File: config.mk
export PLATFORM = sky130hd
export DESIGN_NAME = flagword_alu
export DESIGN_NICKNAME = d
export VERILOG_FILES = /design/src/rtl/fw_pkg.sv /design/src/rtl/fw_arith.sv /design/src/rtl/fw_logic.sv /design/src/rtl/fw_status.sv /design/src/rtl/flagword_alu.sv
export SDC_FILE = /design/constraint.sdc
export NUM_CORES = 1
export LEC_CHECK = 0
export BUFFER_PORTS_ARGS = -buffer_cell sky130_fd_sc_hd__buf_2
export CORE_ASPECT_RATIO = 1.75
export CORE_MARGIN = 2
export CORE_UTILIZATION = 43
export CTS_BUF_LIST = sky130_fd_sc_hd__clkbuf_4 sky130_fd_sc_hd__clkbuf_8
export CTS_CLUSTER_SIZE = 40
export DETAILED_ROUTE_END_ITERATION = 6
export HOLD_SLACK_MARGIN = 0.1
export PLACE_DENSITY = 0.7
export SLEW_MARGIN = 15
export SYNTH_ARGS = -nofsm -noshare
export SYNTH_HDL_FRONTEND = slang
export SYNTH_HIERARCHICAL = 1
export SYNTH_SLANG_ARGS = --single-unit
File: constraint.sdc
create_clock -name clk -period 3.7 [get_ports clk]
set_input_delay 0.74 -clock clk [delete_from_list [all_inputs] [get_ports clk]]
set_output_delay 0.74 -clock clk [all_outputs]
set_load 0.005 [all_outputs]
File: src/rtl/fw_pkg.sv
package fw_pkg;

    localparam int FLAG_W = 16;

    // Flag word bit positions
    localparam int POS_C = 0;
    localparam int POS_P = 2;
    localparam int POS_A = 4;
    localparam int POS_Z = 6;
    localparam int POS_S = 7;
    localparam int POS_T = 8;
    localparam int POS_I = 9;
    localparam int POS_D = 10;
    localparam int POS_O = 11;
    localparam int POS_ONE = 1;

    typedef enum logic [2:0] {
        OP_ADD  = 3'd0,
        OP_ADC  = 3'd1,
        OP_SUB  = 3'd2,
        OP_SBB  = 3'd3,
        OP_AND  = 3'd4,
        OP_OR   = 3'd5,
        OP_XOR  = 3'd6,
        OP_NONE = 3'd7
    } fw_op_e;

    typedef struct packed {
        logic cf;
        logic pf;
        logic af;
        logic zf;
        logic sf;
        logic tf;
        logic ief;
        logic df;
        logic of;
    } fw_flags_t;

    function automatic logic [FLAG_W-1:0] fw_pack(input fw_flags_t f);
        logic [FLAG_W-1:0] w;
        w          = '0;
        w[POS_ONE] = 1'b1;
        w[POS_C]   = f.cf;
        w[POS_P]   = f.pf;
        w[POS_A]   = f.af;
        w[POS_Z]   = f.zf;
        w[POS_S]   = f.sf;
        w[POS_T]   = f.tf;
        w[POS_I]   = f.ief;
        w[POS_D]   = f.df;
        w[POS_O]   = f.of;
        return w;
    endfunction

endpackage

File: src/rtl/fw_arith.sv
module fw_arith #(
    parameter int DATA_W = 16
) (
    input  logic [DATA_W-1:0] a,
    input  logic [DATA_W-1:0] b,
    input  logic              sub,
    input  logic              use_cin,
    input  logic              cin,
    input  logic              narrow,
    output logic [DATA_W-1:0] res,
    output logic              cy,
    output logic              ov,
    output logic              ac
);
    localparam int HALF = DATA_W / 2;

    logic [DATA_W-1:0] bx;
    logic              ci;
    logic [DATA_W:0]   wide_sum;
    logic [HALF:0]     nar_sum;
    logic              cout;
    logic              msb_a;
    logic              msb_b;
    logic              msb_r;

    always_comb begin
        // Subtraction is a + ~b + 1 - borrow_in; carry out then means "no borrow"
        bx       = sub ? ~b : b;
        ci       = sub ? ~(use_cin & cin) : (use_cin & cin);
        wide_sum = {1'b0, a} + {1'b0, bx} + {{DATA_W{1'b0}}, ci};
        nar_sum  = {1'b0, a[HALF-1:0]} + {1'b0, bx[HALF-1:0]} + {{HALF{1'b0}}, ci};
        if (narrow) begin
            res   = {{(DATA_W-HALF){1'b0}}, nar_sum[HALF-1:0]};
            cout  = nar_sum[HALF];
            msb_a = a[HALF-1];
            msb_b = bx[HALF-1];
            msb_r = nar_sum[HALF-1];
        end else begin
            res   = wide_sum[DATA_W-1:0];
            cout  = wide_sum[DATA_W];
            msb_a = a[DATA_W-1];
            msb_b = bx[DATA_W-1];
            msb_r = wide_sum[DATA_W-1];
        end
        cy = cout ^ sub;
        ov = (msb_a == msb_b) && (msb_r != msb_a);
        // The bit-4 sum reveals the carry or borrow crossing from bit 3
        ac = a[4] ^ b[4] ^ res[4];
    end
endmodule

File: src/rtl/fw_logic.sv
module fw_logic #(
    parameter int DATA_W = 16
) (
    input  fw_pkg::fw_op_e    op,
    input  logic [DATA_W-1:0] a,
    input  logic [DATA_W-1:0] b,
    input  logic              narrow,
    output logic [DATA_W-1:0] res
);
    import fw_pkg::*;
    localparam int HALF = DATA_W / 2;

    logic [DATA_W-1:0] raw;
    logic [DATA_W-1:0] keep;

    always_comb begin
        unique case (op)
            OP_AND:  raw = a & b;
            OP_OR:   raw = a | b;
            OP_XOR:  raw = a ^ b;
            default: raw = '0;
        endcase
        keep = narrow ? {{(DATA_W-HALF){1'b0}}, {HALF{1'b1}}} : {DATA_W{1'b1}};
        res  = raw & keep;
    end
endmodule

File: src/rtl/fw_status.sv
module fw_status #(
    parameter int DATA_W = 16
) (
    input  logic [DATA_W-1:0] res,
    input  logic              narrow,
    output logic              zf,
    output logic              sf,
    output logic              pf
);
    localparam int HALF = DATA_W / 2;

    always_comb begin
        if (narrow) begin
            zf = (res[HALF-1:0] == '0);
            sf = res[HALF-1];
        end else begin
            zf = (res == '0);
            sf = res[DATA_W-1];
        end
        pf = ~(^res[7:0]);
    end
endmodule

File: src/rtl/flagword_alu.sv
module flagword_alu #(
    parameter int DATA_W = 16
) (
    input  logic              clk,
    input  logic              rst,
    input  logic              exec_en,
    input  logic [2:0]        op_sel,
    input  logic              byte_mode,
    input  logic [DATA_W-1:0] opa,
    input  logic [DATA_W-1:0] opb,
    input  logic              trap_set,
    input  logic              trap_clr,
    input  logic              ien_set,
    input  logic              ien_clr,
    input  logic              dir_set,
    input  logic              dir_clr,
    output logic [DATA_W-1:0] result,
    output logic [15:0]       flags
);
    import fw_pkg::*;

    typedef struct packed {
        logic [DATA_W-1:0] res;
        fw_flags_t         fl;
    } fw_state_t;

    fw_state_t state_d;
    fw_state_t state_q;

    fw_op_e            op;
    logic              is_arith;
    logic              do_exec;
    logic [DATA_W-1:0] ar_res;
    logic              ar_cy;
    logic              ar_ov;
    logic              ar_ac;
    logic [DATA_W-1:0] lg_res;
    logic [DATA_W-1:0] sel_res;
    logic              st_zf;
    logic              st_sf;
    logic              st_pf;

    assign op       = fw_op_e'(op_sel);
    assign is_arith = (op_sel[2] == 1'b0);
    assign do_exec  = exec_en && (op != OP_NONE);

    fw_arith #(.DATA_W(DATA_W)) u_arith (
        .a       (opa),
        .b       (opb),
        .sub     (op_sel[1]),
        .use_cin (op_sel[0]),
        .cin     (state_q.fl.cf),
        .narrow  (byte_mode),
        .res     (ar_res),
        .cy      (ar_cy),
        .ov      (ar_ov),
        .ac      (ar_ac)
    );

    fw_logic #(.DATA_W(DATA_W)) u_logic (
        .op     (op),
        .a      (opa),
        .b      (opb),
        .narrow (byte_mode),
        .res    (lg_res)
    );

    assign sel_res = is_arith ? ar_res : lg_res;

    fw_status #(.DATA_W(DATA_W)) u_status (
        .res    (sel_res),
        .narrow (byte_mode),
        .zf     (st_zf),
        .sf     (st_sf),
        .pf     (st_pf)
    );

    always_comb begin
        state_d = state_q;
        if (do_exec) begin
            state_d.res   = sel_res;
            state_d.fl.zf = st_zf;
            state_d.fl.sf = st_sf;
            state_d.fl.pf = st_pf;
            state_d.fl.cf = is_arith ? ar_cy : 1'b0;
            state_d.fl.of = is_arith ? ar_ov : 1'b0;
            state_d.fl.af = is_arith ? ar_ac : 1'b0;
        end
        // Control bits: clear has priority over set
        if (trap_clr)      state_d.fl.tf  = 1'b0;
        else if (trap_set) state_d.fl.tf  = 1'b1;
        if (ien_clr)       state_d.fl.ief = 1'b0;
        else if (ien_set)  state_d.fl.ief = 1'b1;
        if (dir_clr)       state_d.fl.df  = 1'b0;
        else if (dir_set)  state_d.fl.df  = 1'b1;
    end

    always_ff @(posedge clk) begin
        if (rst) begin
            state_q <= '0;
        end else begin
            state_q <= state_d;
        end
    end

    assign result = state_q.res;
    assign flags  = fw_pack(state_q.fl);

endmodule

==> flow_metrics.py, run 1 <==
metrics = {
    "routing": {
        "drt-wirelength-per-cell_um": 14.1,
        "first_pass_iters": 4,
        "drt_iter0_markers": 106,
        "drc_errors": 0,
        "antenna_violating_nets_post_route": 0,
        "wirelength_mm": 8.35,
        "num_vias": 3185,
        "detail_route.vias_per_cell": 5.36,
    },
    "timing": {
        "hold_vio_cnt_final": 0,
        "maxSlewHeadroom": 0.615,
        "max_clock_freq_ghz": 0.287,
        "unrepaired_setup_endpoints_after_global_routing": "no",
        "transition_time_at_the_pin_with_the_least_slew_margin_ps": 577,
        "totalNegativeSetupSlack_ps": 0,
        "finalSetupViolCount": 0,
        "drv_slew": 0,
        "min_period_ps": 3490,
        "finalClockSkew_ps": 3.72,
        "min_period_over_period": 0.943,
    },
    "die": {
        "core_area_um2": 8150,
        "num_io_pins": 77,
        "fp.dieArea_um2": 9060,
        "die_y_um": 124,
        "num_rows": 44,
        "start_util": 0.437,
        "dieWidth_um": 72.8,
    },
    "clock_network": {
        "cts_inserted_buffers": 3,
        "htreeDepth": 1,
        "clkTransAtPathRegs_ps": 80,
        "clockBufferDepth": 2,
        "tritoncts": "done",
        "cts.root.buffer_cell": "clkbuf_8",
        "clkSinkCount": 25,
        "worst_skew_pair.late_latency_ps": 270,
    },
    "setup_path": {
        "worst_path_largest_cell_delay_ps": 440,
        "path_class": "input pin to flip-flop",
        "nature_of_the_critical_path_endpoint": "flip-flop",
        "crit_path_max_fanout": 5,
        "cp_cell_sequence": "buf_2 -> xor2_1 -> fa_2 -> fa_2 -> a211oi_2 -> o211ai_1 -> nand3_1 -> a32oi_1 -> xnor2_1 -> nor2_1 -> mux2_2 -> nor4_2 -> a21oi_1 -> nor2_1 -> nand4b_1 -> o21ai_1",
        "worstSetupStartpointType": "input pin",
        "crit_family": "adder cells",
        "critPathSlowestCell": "fa_2",
        "critPathArrivalTime_ps": 3700,
        "worstPathRequired_ps": 3910,
        "cp_num_buf_inv": 1,
    },
    "final_layout": {
        "fin_util": 0.490,
        "syn2layout_area_growth_pct": 12.2,
        "antenna_cells_inserted": 0,
        "postLayoutCellArea_um2": 4000,
        "seqCellArea_um2": 500,
        "fillers": 814,
        "fin_nets": 601,
        "instances_no_fill": 594,
        "multi_input_comb_area_um2": 2700,
        "share_of_post_route_cells_with_drive_strength_above_1": 0.247,
    },
    "synth": {
        "yosysSeqAreaShare": 0.140,
        "dominantRegCellSynth": "dfxtp_1",
        "synth_top_area_share": 0.179,
        "avgSynthCellArea_um2": 8.06,
        "syn-instance-count": 442,
        "synth_warnings": 6,
        "synth-seq-cells": 25,
        "async_flop_share": 0,
        "synthTopCellsByCount": "ha_1, inv_1, nor2_1",
        "synth.cell_area_um2": 3560,
        "synth_largest_area_cell": "ha_1",
        "synth-edff-count": 0,
        "synth_most_common_cell": "ha_1",
        "synth.lib_cells_used.distinct": 64,
        "post_synth_main_area_contributors": "ha_1, dfxtp_1, nand4b_1",
    },
    "power": {
        "leakage_power_of_the_design_uw": 0.00195,
        "power_per_cell_area_nw_per_um2": 277,
        "irDropWorstVdd_v": 0.000137,
    },
    "min_path": {
        "hold_path_class": "flip-flop to flip-flop",
    },
    "placement": {
        "dpl.hpwl_mm": 6.78,
        "gp_routability_congestion": 0.892,
        "dpl_cell_area_um2": 3950,
        "placedCellCount": 590,
        "port_buffers": 69,
    },
    "global_routing": {
        "number_of_antenna_violations_at_the_first_check_in_global_routing": 0,
        "overflow": 0,
        "grt_start_max_net_pins": 48,
        "grt_first_pass_wirelength_mm": 13.5,
        "track_usage": 0.182,
        "via_count_of_the_first_global_routing_pass": 3097,
    },
    "run": {
        "max_cap_violations": 0,
    },
    "status": {
        "status": "finished, final reports clean",
    },
}
-- worst paths after layout --
kind	to	cells after the start	from	slack [ps]
worst max-delay path	flags[6]	16	op_sel[1]	210
worst min-delay path	flags[7]	2	flags[7]	460
worst max register to register	flags[6]	16	flags[0]	440
worst min register to register	flags[7]	2	flags[7]	460
-- cell type report --
| class | instances | share of cell area |
|---|---|---|
| Multi-Input combinational cell | 345 | 0.677 |
| Sequential cell | 25 | 0.125 |
| Timing Repair Buffer | 85 | 0.117 |
| Inverter | 43 | 0.0404 |
| Tap cell | 92 | 0.0288 |
| Clock buffer | 4 | 0.0122 |
-- layout by cell type, fill, tap and decap left out, drive strengths merged, types with 4 or more instances in the layout --
cell type,synthesis,routed
nand2,25,25
mux2,18,18
nor2,30,30
a211oi,4,4
o211ai,4,4
o22ai,7,7
buf,23,85
clkbuf,11,4
a21oi,19,19
conb,2,7
nor3,7,7
nand4b,20,20
a21o,4,4
a22o,7,7
xor2,18,18
nor2b,5,5
xnor2,17,17
o21ai,41,41
dfxtp,25,25
ha,51,51
nand2b,26,26
inv,43,43
-- layer usage --
layer / track usage / part of all wire
met2: 0.345 / 0.54
met1: 0.199 / 0.41
met3: 0.0113 / 0.029
met4: 0.0763 / 0.027
met5: 0 / 0
-- worst min-delay path, delay by kind of cell, from the launching register on --
family	cells	cell delay, ps
AOI/OAI and AO/OA	1	50
DFF	1	310
and+or+nand+nor	1	60
-- stage by stage --
stage	hold WS [ps]	total power, uW	setup WS (ps)
4_1_cts	468	1120	163
2_1_floorplan	458	788	6.15
3_3_place_gp	453	927	-68.3
6_report	463	1110	210
3_5_place_dp	454	945	-115
5_1_grt	476	1190	2.28
-- cells by family (layout without fill, tap and decap cells) --
kind of cell / count (synthesis) / in the layout / synth area share
DFF: 25 / 25 / 0.140
adders and majority gates: 53 / 53 / 0.190
muxes: 20 / 20 / 0.0720
xor gates and xnor gates: 35 / 35 / 0.0882
and+or+nand+nor: 132 / 132 / 0.224
AOI/OAI and AO/OA: 98 / 98 / 0.174
other: 2 / 7 / 0.00211
buffers and inverters: 77 / 132 / 0.109
-- power by group --
group | switching, uW | internal (uW)
sequential | 11.3 | 294
combinational | 330 | 305
clock | 81.9 | 84.4
total | 424 | 683
-- state kept, by name (all words and copies together) (netlist names) --
name    cells
result     16
flags       9
-- timing repair --
action,in CTS,in global routing
buffers inserted,0,0
resized for setup,0,1
hold buffers,0,0
endpoints found under the setup margin,0,1
hold endpoints to repair,0,0
(Power assumes the default switching activity.)
==> inputs of run 2 (changes only) <==
Settings changed: CELL_PAD_IN_SITES_DETAIL_PLACEMENT from default to 0, CELL_PAD_IN_SITES_GLOBAL_PLACEMENT from default to 1, CORE_UTILIZATION 43 to 38, CTS_CLUSTER_SIZE 40 to 25, PLACE_DENSITY 0.7 to default, PLACE_DENSITY_LB_ADDON from default to 0.1.
==> flow_metrics.py, run 2 (synthesis results as in run 1) <==
metrics = {
    "status": {
        "status": "finished, final reports clean",
    },
    "final_layout": {
        "fin_nets": 607,
        "final_common_cell": "buf_2",
        "most-common-layout-cells": "buf_2, ha_1, inv_1",
        "share_of_post_route_cells_with_drive_strength_above_1": 0.256,
        "syn2layout_area_growth_pct": 14.4,
        "postLayoutCellArea_um2": 4080,
        "largest_register_ff_count": 16,
        "antenna_cells_inserted": 0,
        "fin_util": 0.448,
    },
    "setup_path": {
        "path_class": "input pin to flip-flop",
        "critPathSlowestCell": "mux2_1",
        "cp_cell_sequence": "buf_2 -> buf_4 -> xor2_1 -> ha_1 -> a211oi_2 -> nor3_4 -> nor2_4 -> o21bai_4 -> a31oi_1 -> mux2_1 -> mux2_4 -> nor4_2 -> a21oi_1 -> nor2_1 -> nand4b_1 -> o21ai_1",
        "nature_of_the_critical_path_endpoint": "flip-flop",
        "worstPathRequired_ps": 3910,
        "cp_num_buf_inv": 2,
        "worstSetupStartpointType": "input pin",
        "reg2reg_from": "flags[0]",
        "crit_family": "compound AO/OA/AOI/OAI gates",
        "worst_path_largest_cell_delay_ps": 340,
        "rrSetupSlack_ps": 450,
        "crit_path_max_fanout": 14,
        "cp-startpoint": "op_sel[1]",
        "critPathArrivalTime_ps": 3720,
    },
    "clock_network": {
        "tritoncts": "done",
        "cts_inserted_buffers": 3,
        "cts.root.buffer_cell": "clkbuf_8",
        "clkTransAtPathRegs_ps": 80,
        "htreeDepth": 1,
        "clockBufferDepth": 2,
        "worst_skew_pair.late_latency_ps": 270,
        "clkSinkCount": 25,
    },
    "routing": {
        "drt-wirelength-per-cell_um": 13.9,
        "drc_errors": 0,
        "detail_route.vias_per_cell": 5.09,
        "num_vias": 3195,
        "antenna_violating_nets_post_route": 0,
        "drt_iter0_markers": 57,
        "wirelength_mm": 8.76,
        "first_pass_iters": 4,
    },
    "power": {
        "p_seq_frac": 0.271,
        "irDropWorstVdd_v": 0.000188,
        "total_switching_power_uw": 429,
        "p_sw_frac": 0.382,
        "power.share.clock": 0.147,
        "power_per_cell_area_nw_per_um2": 276,
        "power_uw": 1120,
        "leakage_power_of_the_design_uw": 0.00198,
        "share_comb_of_total_power": 0.583,
        "power.internal_uw": 695,
    },
    "timing": {
        "hold_vio_cnt_final": 0,
        "drv_slew": 0,
        "finalSetupViolCount": 0,
        "min_period_over_period": 0.948,
        "transition_time_at_the_pin_with_the_least_slew_margin_ps": 603,
        "finalClockSkew_ps": 3.05,
        "min_period_ps": 3510,
        "maxSlewHeadroom": 0.598,
        "unrepaired_setup_endpoints_after_global_routing": "no",
        "max_clock_freq_ghz": 0.285,
    },
    "placement": {
        "dpl_cell_area_um2": 4030,
        "port_buffers": 69,
        "gp_routability_congestion": 0.832,
        "dpl.hpwl_mm": 7.24,
    },
    "die": {
        "num_io_pins": 77,
        "num_rows": 46,
        "core_area_um2": 9090,
        "fp.dieArea_um2": 10200,
        "dieWidth_um": 77.2,
        "die_y_um": 132,
        "start_util": 0.392,
    },
    "global_routing": {
        "grt_first_pass_wirelength_mm": 14.4,
        "grt_start_max_net_pins": 48,
        "number_of_antenna_violations_at_the_first_check_in_global_routing": 0,
        "overflow": 0,
        "track_usage": 0.171,
        "via_count_of_the_first_global_routing_pass": 3116,
    },
    "run": {
        "max_cap_violations": 0,
    },
    "min_path": {
        "hold_path_class": "flip-flop to flip-flop",
        "hold_path.startpoint": "result[0]",
    },
}
-- run 2: cell count changes in the layout (fill, tap and decap cells not counted) --
| cell | change |
|---|---|
| buf_4 | +6 |
-- run 2: stage by stage --
stage | worst slack (ps) | instances | hold WS (ps) | setup TNS [ps]
after detailed placement | -145 | 624 | 454 | -145
after floorplan | 6.15 | 447 | 458 | 0
after global placement | -87.5 | 624 | 451 | -87.5
after global routing | 2.62 | 628 | 491 | 0
after CTS | 130 | 628 | 468 | 0
final | 191 | 628 | 464 | 0
-- run 2: path summary, 6_finish.rpt --
kind	endpoint	depth (start not counted)
worst max-delay path	flags[6]	16
worst min-delay path	result[0]	2
worst max register to register	flags[6]	16
worst min register to register	result[0]	2
-- run 2: cell type report --
cell class / count / area (um2)
fill: 1015 / 5020
inverter: 43 / 161
timing repair buffer: 91 / 510
multi-input combinational: 345 / 2700
clock buffer: 4 / 48.8
sequential: 25 / 500
tap: 120 / 150
-- run 2: metal layers --
metal	GRT usage	vias to the layer above	routed length [um]
met5	0	-	0
met4	0.0645	0	191
met3	0.00685	14	187
met2	0.330	59	4800
met1	0.193	1483	3580
li1	-	1639	-
-- run 2: what timing repair did --
action,in CTS,in global routing
setup endpoints to repair,0,1
buffers inserted,0,0
hold buffers,0,0
gates resized for setup,0,1
-- run 2: power by group through the flow --
stage	combinational (uW)	clock [uW]	sequential, uW
after floorplan	474	0	314
final	655	165	304
after CTS	662	173	305
after global routing	734	185	309
after detailed placement	659	0	311
after global placement	652	0	311
-- run 2: tightest hold or removal path: stages (launching register included) --
cell and delay, ps:
dfxtp_1 310, nand2b_1 70, o21ai_1 50
==> inputs of run 3 (changes only) <==
Settings changed: PLACE_DENSITY from default to 0.91, PLACE_DENSITY_LB_ADDON 0.1 to default.
==> flow_metrics.py, run 3 (synthesis results as in run 1) <==
metrics = {
    "final_layout": {
        "share_of_post_route_cells_with_drive_strength_above_1": 0.256,
        "fin_util": 0.449,
        "postLayoutCellArea_um2": 4090,
        "largest_register_ff_count": 16,
        "most-common-layout-cells": "buf_2, ha_1, inv_1",
        "instances_no_fill": 628,
        "antenna_cells_inserted": 0,
        "syn2layout_area_growth_pct": 14.7,
        "fin_nets": 607,
        "final_common_cell": "buf_2",
        "fillers": 962,
    },
    "setup_path": {
        "critPathArrivalTime_ps": 3780,
        "crit_path_max_fanout": 4,
        "path_class": "input pin to flip-flop",
        "worstPathRequired_ps": 3920,
        "worstReg2RegEnd": "flags[6]",
        "nature_of_the_critical_path_endpoint": "flip-flop",
        "worstSetupStartpointType": "input pin",
        "ff2ff_path_depth": 16,
        "rrSetupSlack_ps": 350,
        "reg2reg_from": "flags[0]",
        "cp-startpoint": "op_sel[1]",
    },
    "routing": {
        "drt-wirelength-per-cell_um": 13.5,
        "detail_route.vias_per_cell": 5.24,
        "first_pass_iters": 4,
        "drt_iter0_markers": 136,
        "drc_errors": 0,
        "num_vias": 3288,
        "antenna_violating_nets_post_route": 0,
        "wirelength_mm": 8.50,
    },
    "placement": {
        "dpl_cell_area_um2": 4030,
        "port_buffers": 69,
        "pre_cts_ws_ps": -190,
        "gp_routability_congestion": 0.922,
        "placedCellCount": 624,
        "dpl.hpwl_mm": 6.89,
    },
    "clock_network": {
        "clkSinkCount": 25,
        "cts.root.buffer_cell": "clkbuf_8",
        "ctsHoldBuffers": 0,
        "htreeDepth": 1,
        "cts-resized-gates": 0,
        "cts_inserted_buffers": 3,
        "clockBufferDepth": 2,
        "worst_skew_pair.late_latency_ps": 280,
        "tritoncts": "done",
        "post_cts.repair.setup_buffers": 0,
        "clkTransAtPathRegs_ps": 80,
    },
    "power": {
        "power_uw": 1130,
        "power_per_cell_area_nw_per_um2": 276,
        "leakage_power_of_the_design_uw": 0.00198,
        "irDropWorstVdd_v": 0.000127,
    },
    "timing": {
        "finalSetupViolCount": 0,
        "unrepaired_setup_endpoints_after_global_routing": "no",
        "transition_time_at_the_pin_with_the_least_slew_margin_ps": 577,
        "finalClockSkew_ps": 4.29,
        "min_period_over_period": 0.963,
        "maxSlewHeadroom": 0.616,
        "max_clock_freq_ghz": 0.281,
        "hold_vio_cnt_final": 0,
        "min_period_ps": 3560,
        "post-route-worst-setup-slack_ps": 138,
        "drv_slew": 0,
    },
    "die": {
        "dieWidth_um": 77.2,
        "die_y_um": 132,
        "num_rows": 46,
        "core_area_um2": 9090,
        "start_util": 0.392,
        "num_io_pins": 77,
        "fp.dieArea_um2": 10200,
    },
    "min_path": {
        "hold-path-cell-count": 2,
        "hold_path_class": "flip-flop to flip-flop",
        "hold-path-endpoint": "flags[2]",
        "hold_path.startpoint": "flags[2]",
    },
    "global_routing": {
        "overflow": 0,
        "number_of_antenna_violations_at_the_first_check_in_global_routing": 0,
        "via_count_of_the_first_global_routing_pass": 3325,
        "grt_start_max_net_pins": 48,
        "grt_first_pass_wirelength_mm": 14.6,
        "track_usage": 0.171,
    },
    "run": {
        "max_cap_violations": 0,
    },
    "status": {
        "status": "finished, final reports clean",
    },
}
-- run 3: cell types whose count changed in the layout (fill, tap and decap cells not counted) --
| cell | change |
|---|---|
| a211oi_2 | -1 |
| a211oi_4 | +1 |
| buf_4 | -1 |
| buf_6 | +1 |
-- run 3: critical path, cell delays in order --
cell,delay (ps)
buf_2,140
xor2_1,190
fa_2,450
fa_2,430
a211oi_4,280
o211ai_1,130
nand3_1,120
a32oi_1,130
xnor2_1,160
nor2_1,50
mux2_2,290
nor4_2,270
a21oi_1,100
nor2_1,110
nand4b_1,90
o21ai_1,90
-- run 3: per-stage QoR --
stage	TNS, ps	hold slack (ps)
5_1_grt	0	481
3_5_place_dp	-228	453
6_report	0	465
4_1_cts	0	469
3_3_place_gp	-90.4	453
2_1_floorplan	0	458
-- run 3: how the worst max path moves through the flow --
stage / cells past startpoint / slack [ps] / end
4_1_cts: 16 / 90 / flags[6]
5_1_grt: 16 / 10 / flags[6]
3_5_place_dp: 16 / -190 / flags[6]
3_3_place_gp: 16 / -90 / flags[6]
2_1_floorplan: 17 / 6 / flags[6]
6_report: 16 / 140 / flags[6]
-- run 3: metal layers --
metal / wire, um / up-vias / GRT usage
li1: - / 1646 / -
met1: 3380 / 1543 / 0.185
met2: 4600 / 80 / 0.328
met3: 281 / 19 / 0.0137
met4: 247 / 0 / 0.0794
met5: 0 / - / 0
-- run 3: power breakdown --
| group | switching (uW) | total (uW) | internal [uW] |
|---|---|---|---|
| registers | 10.9 | 305 | 294 |
| clock network | 86.2 | 171 | 84.7 |
| logic | 334 | 651 | 317 |
| total | 431 | 1130 | 695 |
-- run 3: final cells by class --
type / count / area, um2 / area share
clock buffers: 4 / 48.8 / 0.0119
inverters: 43 / 161 / 0.0395
multi-input cells: 345 / 2710 / 0.664
flip-flops and latches: 25 / 500 / 0.122
well taps: 120 / 150 / 0.0367
repair buffers: 91 / 514 / 0.126
